### src/rtl/lfs_pkg.sv
package lfs_pkg;

  typedef enum logic [1:0] {
    LNK_ONE   = 2'b00,
    LNK_TWO   = 2'b01,
    LNK_THREE = 2'b10,
    LNK_OFF   = 2'b11
  } link_mode_e;

  // Number of lanes a mode drives.
  function automatic int unsigned lane_count(input link_mode_e m);
    case (m)
      LNK_ONE:   return 1;
      LNK_TWO:   return 2;
      LNK_THREE: return 3;
      default:   return 0;
    endcase
  endfunction

  // Bits per lane per frame; the disabled mode keeps the shortest period.
  function automatic int unsigned slice_len(input link_mode_e m, input int unsigned frame_w);
    if (m == LNK_OFF) return frame_w / 3;
    return frame_w / lane_count(m);
  endfunction

endpackage

### src/rtl/lfs_capture.sv
module lfs_capture
  import lfs_pkg::*;
#(
  parameter int PIX_W = 24
) (
  input  logic                 clk,
  input  logic                 rst_n,
  input  logic                 pix_clk,
  input  logic                 cpol,
  input  logic                 swap,
  input  logic [PIX_W-1:0]     pix_data,
  input  logic                 vsync,
  input  logic                 hsync,
  input  logic                 den,
  output logic [PIX_W+5:0]     held_frame,
  output logic                 cap_strobe
);
  localparam int FRAME_W = PIX_W + 6;

  logic             pix_q;
  logic [PIX_W-1:0] reversed;
  logic [PIX_W-1:0] colour;
  logic [PIX_W+2:0] payload;
  logic             parity_bit;
  logic [FRAME_W-1:0] frame_d;

  // Bit-reversed view of the colour bus.
  for (genvar i = 0; i < PIX_W; i++) begin : g_rev
    assign reversed[i] = pix_data[PIX_W-1-i];
  end

  assign colour     = swap ? reversed : pix_data;
  assign payload    = {colour, vsync, hsync, den};
  assign parity_bit = ~^payload;
  assign frame_d    = {payload, parity_bit, 2'b00};

  assign cap_strobe = cpol ? (pix_q & ~pix_clk) : (~pix_q & pix_clk);

  always_ff @(posedge clk) begin
    if (!rst_n) begin
      pix_q      <= 1'b0;
      held_frame <= '0;
    end else begin
      pix_q <= pix_clk;
      if (cap_strobe) held_frame <= frame_d;
    end
  end

endmodule

### src/rtl/lfs_timer.sv
module lfs_timer
  import lfs_pkg::*;
#(
  parameter int FRAME_W = 30
) (
  input  logic                        clk,
  input  logic                        rst_n,
  input  logic [1:0]                  link_sel,
  output link_mode_e                  mode_q,
  output logic [$clog2(FRAME_W)-1:0]  bit_cnt,
  output logic                        frame_load,
  output logic                        clk_recreated
);
  localparam int CW = $clog2(FRAME_W);

  int unsigned   slice;
  logic [CW-1:0] last_idx;
  logic [CW-1:0] half_idx;

  always_comb begin
    slice    = slice_len(mode_q, FRAME_W);
    last_idx = CW'(slice - 1);
    half_idx = CW'(slice / 2);
  end

  assign frame_load    = (bit_cnt == last_idx);
  assign clk_recreated = (mode_q != LNK_OFF) && (bit_cnt < half_idx);

  always_ff @(posedge clk) begin
    if (!rst_n) begin
      bit_cnt <= '0;
      mode_q  <= LNK_OFF;
    end else if (frame_load) begin
      bit_cnt <= '0;
      mode_q  <= link_mode_e'(link_sel);
    end else begin
      bit_cnt <= bit_cnt + 1'b1;
    end
  end

endmodule

### src/rtl/lfs_lanes.sv
module lfs_lanes
  import lfs_pkg::*;
#(
  parameter int FRAME_W = 30,
  parameter int LANES   = 3
) (
  input  logic               clk,
  input  logic               rst_n,
  input  link_mode_e         mode_q,
  input  logic               frame_load,
  input  logic [FRAME_W-1:0] held_frame,
  output logic [FRAME_W-1:0] shift_q,
  output logic [LANES-1:0]   lane_d,
  output logic [LANES-1:0]   lane_oe
);

  always_ff @(posedge clk) begin
    if (!rst_n)          shift_q <= '0;
    else if (frame_load) shift_q <= held_frame;
    else                 shift_q <= shift_q << 1;
  end

  for (genvar k = 0; k < LANES; k++) begin : g_lane
    localparam int TAP1 = FRAME_W - 1;
    localparam int TAP2 = (k < 2) ? FRAME_W - 1 - k * (FRAME_W / 2) : 0;
    localparam int TAP3 = FRAME_W - 1 - k * (FRAME_W / 3);

    logic tap_bit;

    always_comb begin
      case (mode_q)
        LNK_ONE:   tap_bit = shift_q[TAP1];
        LNK_TWO:   tap_bit = shift_q[TAP2];
        LNK_THREE: tap_bit = shift_q[TAP3];
        default:   tap_bit = 1'b0;
      endcase
    end

    assign lane_oe[k] = (k < lane_count(mode_q));
    assign lane_d[k]  = lane_oe[k] & tap_bit;
  end

endmodule

### src/rtl/lane_frame_serializer.sv
module lane_frame_serializer
  import lfs_pkg::*;
#(
  parameter int PIX_W = 24
) (
  input  logic             bit_clk,
  input  logic             rst_n,
  input  logic             pix_clk,
  input  logic             cpol,
  input  logic             swap,
  input  logic [1:0]       link_sel,
  input  logic [PIX_W-1:0] pix_data,
  input  logic             vsync,
  input  logic             hsync,
  input  logic             den,
  output logic [2:0]       lane_d,
  output logic [2:0]       lane_oe,
  output logic             pix_clk_out
);
  localparam int FRAME_W = PIX_W + 6;
  localparam int LANES   = 3;
  localparam int CW      = $clog2(FRAME_W);

  // Named internal events, visible to the bound checker.
  logic [FRAME_W-1:0] held_frame;
  logic               cap_strobe;
  logic [FRAME_W-1:0] frame_shift;
  logic               frame_load;
  logic [CW-1:0]      bit_cnt;
  link_mode_e         mode_now;

  lfs_capture #(.PIX_W(PIX_W)) u_capture (
    .clk        (bit_clk),
    .rst_n      (rst_n),
    .pix_clk    (pix_clk),
    .cpol       (cpol),
    .swap       (swap),
    .pix_data   (pix_data),
    .vsync      (vsync),
    .hsync      (hsync),
    .den        (den),
    .held_frame (held_frame),
    .cap_strobe (cap_strobe)
  );

  lfs_timer #(.FRAME_W(FRAME_W)) u_timer (
    .clk           (bit_clk),
    .rst_n         (rst_n),
    .link_sel      (link_sel),
    .mode_q        (mode_now),
    .bit_cnt       (bit_cnt),
    .frame_load    (frame_load),
    .clk_recreated (pix_clk_out)
  );

  lfs_lanes #(.FRAME_W(FRAME_W), .LANES(LANES)) u_lanes (
    .clk        (bit_clk),
    .rst_n      (rst_n),
    .mode_q     (mode_now),
    .frame_load (frame_load),
    .held_frame (held_frame),
    .shift_q    (frame_shift),
    .lane_d     (lane_d),
    .lane_oe    (lane_oe)
  );

endmodule

### config.mk
export PLATFORM = sky130hd
export DESIGN_NAME = lane_frame_serializer
export DESIGN_NICKNAME = d
export VERILOG_FILES = /design/src/rtl/lfs_pkg.sv /design/src/rtl/lfs_capture.sv /design/src/rtl/lfs_timer.sv /design/src/rtl/lfs_lanes.sv /design/src/rtl/lane_frame_serializer.sv
export SDC_FILE = /design/constraint.sdc
export NUM_CORES = 1
export LEC_CHECK = 0
export BUFFER_PORTS_ARGS = -buffer_cell sky130_fd_sc_hd__buf_2
export CAP_MARGIN = 30
export CORE_UTILIZATION = 50
export CTS_BUF_LIST = sky130_fd_sc_hd__clkbuf_2
export DETAILED_ROUTE_END_ITERATION = 10
export PLACE_DENSITY_LB_ADDON = 0.15
export SYNTH_ARGS = -nofsm -noshare
export SYNTH_HDL_FRONTEND = slang
export SYNTH_SLANG_ARGS = --single-unit
### constraint.sdc
create_clock -name bit_clk -period 2.2 [get_ports bit_clk]
set_input_delay 0.11 -clock bit_clk [delete_from_list [all_inputs] [get_ports bit_clk]]
set_output_delay 0.11 -clock bit_clk [all_outputs]
set_load 0.02 [all_outputs]
==> metrics.md <==
| Metric | Value |
|---|---|
| Initial antenna violation count | 0 |
| # setup viols final | 1 |
| Reg-to-reg critical path endpoint | u_lanes.shift_q[14] |
| Fin. Hold Viols | 0 |
| Leakage power total | 1.866 nW |
| HPWL Detailed | 4492 µm |
| Vias in the first global route | 2196 |
| CTS tree | yes |
| Clock Latency Late Sink | 460 ps |
| 1st-iter DRT viols | 89 |
| Share of layout cells above drive strength 1 | 0.2548 |
| CTS root buffer | clkbuf_2 |
| Synthesized area per cell | 10.56 µm² |
| Filler cell count | 521 |
| Routability cong. | 0.7635 |
| Sequential share of power | 0.555 |
| Detail Route Antenna Nets | 0 |
| Top_reg_cell synth | dfxtp_1 |
| Number of synthesized register bits | 64 |
| Required @ worst endpoint | 2090 ps |
| Rows | 28 |
| Comb power frac | 0.190 |
| Detailed Route WL | 6525 µm |
| CTS HTree Levels | 3 |
| Ys async rst share | 0 |
| Crit Path Max Fanout | 3 |
| I/O Buffers | 40 |
| Final slew viol count | 0 |
| Setup CP Type | reg -> out |
| Final hold slack | 41.84 ps |
| DP Worst Slack | -110.6 ps |
| Drt pass-1 iters | 4 |
| Final #Nets | 403 |
| First-pass GRT wire length | 10550 µm |
| Fmax | 411.9 MHz |
| Clock buffer depth | 2 |
| CTS clk-pin slew, worst paths | 180 ps |
| Most common cell after layout, fill and taps aside | dfxtp_1 |
| Class of the worst hold path | in -> reg |
| Syn-to-layout area delta | 19.47% |
| Maxcap violations | 0 |
| CP endpoint kind | output pin |
| Die Ht | 81.21 µm |
| R2r setup slk | 150 ps |
| Violated checks | setup timing |
| Initial Utilization | 0.5236 |
| Power per cell area | 598.2 mW/mm² |
| Most frequent cells in the layout | dfxtp_1, buf_2, mux2i_1, nand2_1, a22o_1 |
| Avg WL per Cell | 14.97 µm |
| FF-to-FF Start | u_timer.mode_q[0] |
| Post-synthesis sequential area ratio | 0.4085 |
| Slack of the critical path | -227.8 ps |
| Cell depth of the worst flop-to-flop path | 11 |
| Ant diodes | 0 |
| Core area | 0.005991 mm² |
| Int Pwr | 1.583 mW |
| Net Count, Synth | 344 |
| Cell Area, Synth | 0.003137 mm² |
| Cell Area, Placed | 0.003465 mm² |
| Worst vdd ir | 0.4820 mV |
| Largest net degree at the start of global routing | 53 |
| Final period utilization | 1.104 |
| Final Instance Area | 0.003747 mm² |
| Post-synth cell types | 33 |
| Die Footprint | 0.006594 mm² |
| Clock network power share | 0.255 |
| CP Launch Type | register |
| Sw Ratio | 0.2938 |
| Yosys synthesis warning count | 0 |
| Worst setup path endpoint | pix_clk_out |
| Total grt overflow | 0 |
| Final min period | 2428 ps |
| Total GRT Usage | 0.2154 |
| Number of synthesized flops with an enable pin | 0 |
| Tot Pwr | 2.242 mW |
| Switch Pwr | 0.6587 mW |
| Ports | 41 |
| Worst Max-Slew Pin Slew | 527.1 ps |
| Result of the run | finished with violations |
| RSZ-0062 raised after global routing | yes |
| Rel. slew slack | 0.6486 |
| CTS sink cnt | 64 |
| Clock Skew | 19.13 ps |
| Cells after Synth | 297 |
| CP arrival | 2320 ps |
| TritonCTS Buffers | 9 |
| Post-route DRC violation count | 0 |
| Die X | 81.21 µm |
| Via count | 2331 |
| CP Launch Point | u_timer.mode_q[0] |
| Drt via density | 5.346 |
| Final Util | 0.6255 |
## how the worst min path moves through the flow
stage | endpoint | from | cells after the start
floorplan | u_capture.pix_q | pix_clk | 1
global placement | u_timer.mode_q[1] | link_sel[1] | 3
detailed placement | u_timer.mode_q[1] | link_sel[1] | 3
CTS | u_capture.held_frame[25] | pix_data[19] | 4
global route | u_capture.held_frame[10] | pix_data[4] | 4
finish | u_capture.held_frame[10] | pix_data[19] | 4
## registers in the layout (all words and copies together) (netlist names)
signal / count
u_capture.held_frame: 28
u_capture.pix_q: 1
u_lanes.shift_q: 28
u_timer.bit_cnt: 5
u_timer.mode_q: 2
## power by group through the flow
stage	Sequential [mW]	Clock [mW]	Combinational, mW
final	1.24	0.571	0.426
after global routing	1.25	0.641	0.466
after global placement	1.27	0	0.405
after floorplan	1.26	0	0.307
after detailed placement	1.27	0	0.409
after CTS	1.24	0.592	0.427
## metal layers
metal	wire, µm	global-route usage	share of wire	vias to the layer above
met5	0	0	0	-
met4	41	0.05893	0.0063	0
met3	217	0.06292	0.033	4
met2	3247	0.3555	0.50	38
met1	3019	0.2724	0.46	1123
li1	-	-	-	1166
## logic make-up (layout without fill, tap and decap cells)
logic type,Yosys count,count (layout),share of synthesized area
DFF,64,64,0.4085
AOI/OAI and AO/OA,63,63,0.1775
and+or+nand+nor,55,55,0.08616
xor gates and xnor gates,41,41,0.1189
muxes,34,34,0.1085
buffers and inverters,26,90,0.04746
adders and majority gates,13,13,0.05186
other,1,1,0.001196
## layout make-up
type | count | area (µm²) | share of cell area
Timing Repair Buffer | 67 | 474.2 | 0.1265
Tap cell | 75 | 93.84 | 0.02504
Sequential cell | 64 | 1286 | 0.3432
Clock buffer | 9 | 45.04 | 0.01202
Multi-Input combinational cell | 207 | 1773 | 0.4731
Inverter | 7 | 26.28 | 0.007012
Clock inverter | 7 | 48.80 | 0.01302
## repair_timing
action	in CTS	in global routing
pin swaps	3	4
gates cloned	0	1
endpoints found under the setup margin	4	36
resized for setup	11	8
hold endpoints to repair	9	0
buffers inserted	2	1
hold buffers	9	0
## through the flow
| stage | instances | TNS [ps] |
|---|---|---|
| after CTS | 434 | -325.6 |
| after detailed placement | 407 | -110.6 |
| after global routing | 436 | -372.8 |
| final | 436 | -227.8 |
| after floorplan | 297 | 0 |
| after global placement | 407 | -12.48 |
## worst max-delay path, stage by stage, from the launching register on
cell and delay (ps):
dfxtp_2 380, inv_2 40, ha_2 170, or2_4 230, ha_4 200, o21a_1 100
o21a_1 170, o21ai_2 100, nand2b_1 100, a211oi_4 220, buf_6 150
## synthesized netlist by cell type, drive strengths merged, types with 3 or more instances
| library cell | number | area, µm² |
|---|---|---|
| o211a | 24 | 240.2 |
| a22o | 27 | 236.5 |
| mux2i | 34 | 340.3 |
| dfxtp | 64 | 1281 |
| nand2 | 28 | 105.1 |
| o21ai | 4 | 20.01 |
| xor2 | 17 | 148.9 |
| nor2 | 5 | 21.27 |
| nor2b | 8 | 50.05 |
| buf | 13 | 100.1 |
| and2 | 6 | 37.54 |
| clkbuf | 6 | 22.52 |
| inv | 7 | 26.27 |
| xnor2 | 23 | 201.4 |
| a22oi | 3 | 22.52 |
| ha | 13 | 162.7 |
Power figures use the tool's default switching activity.
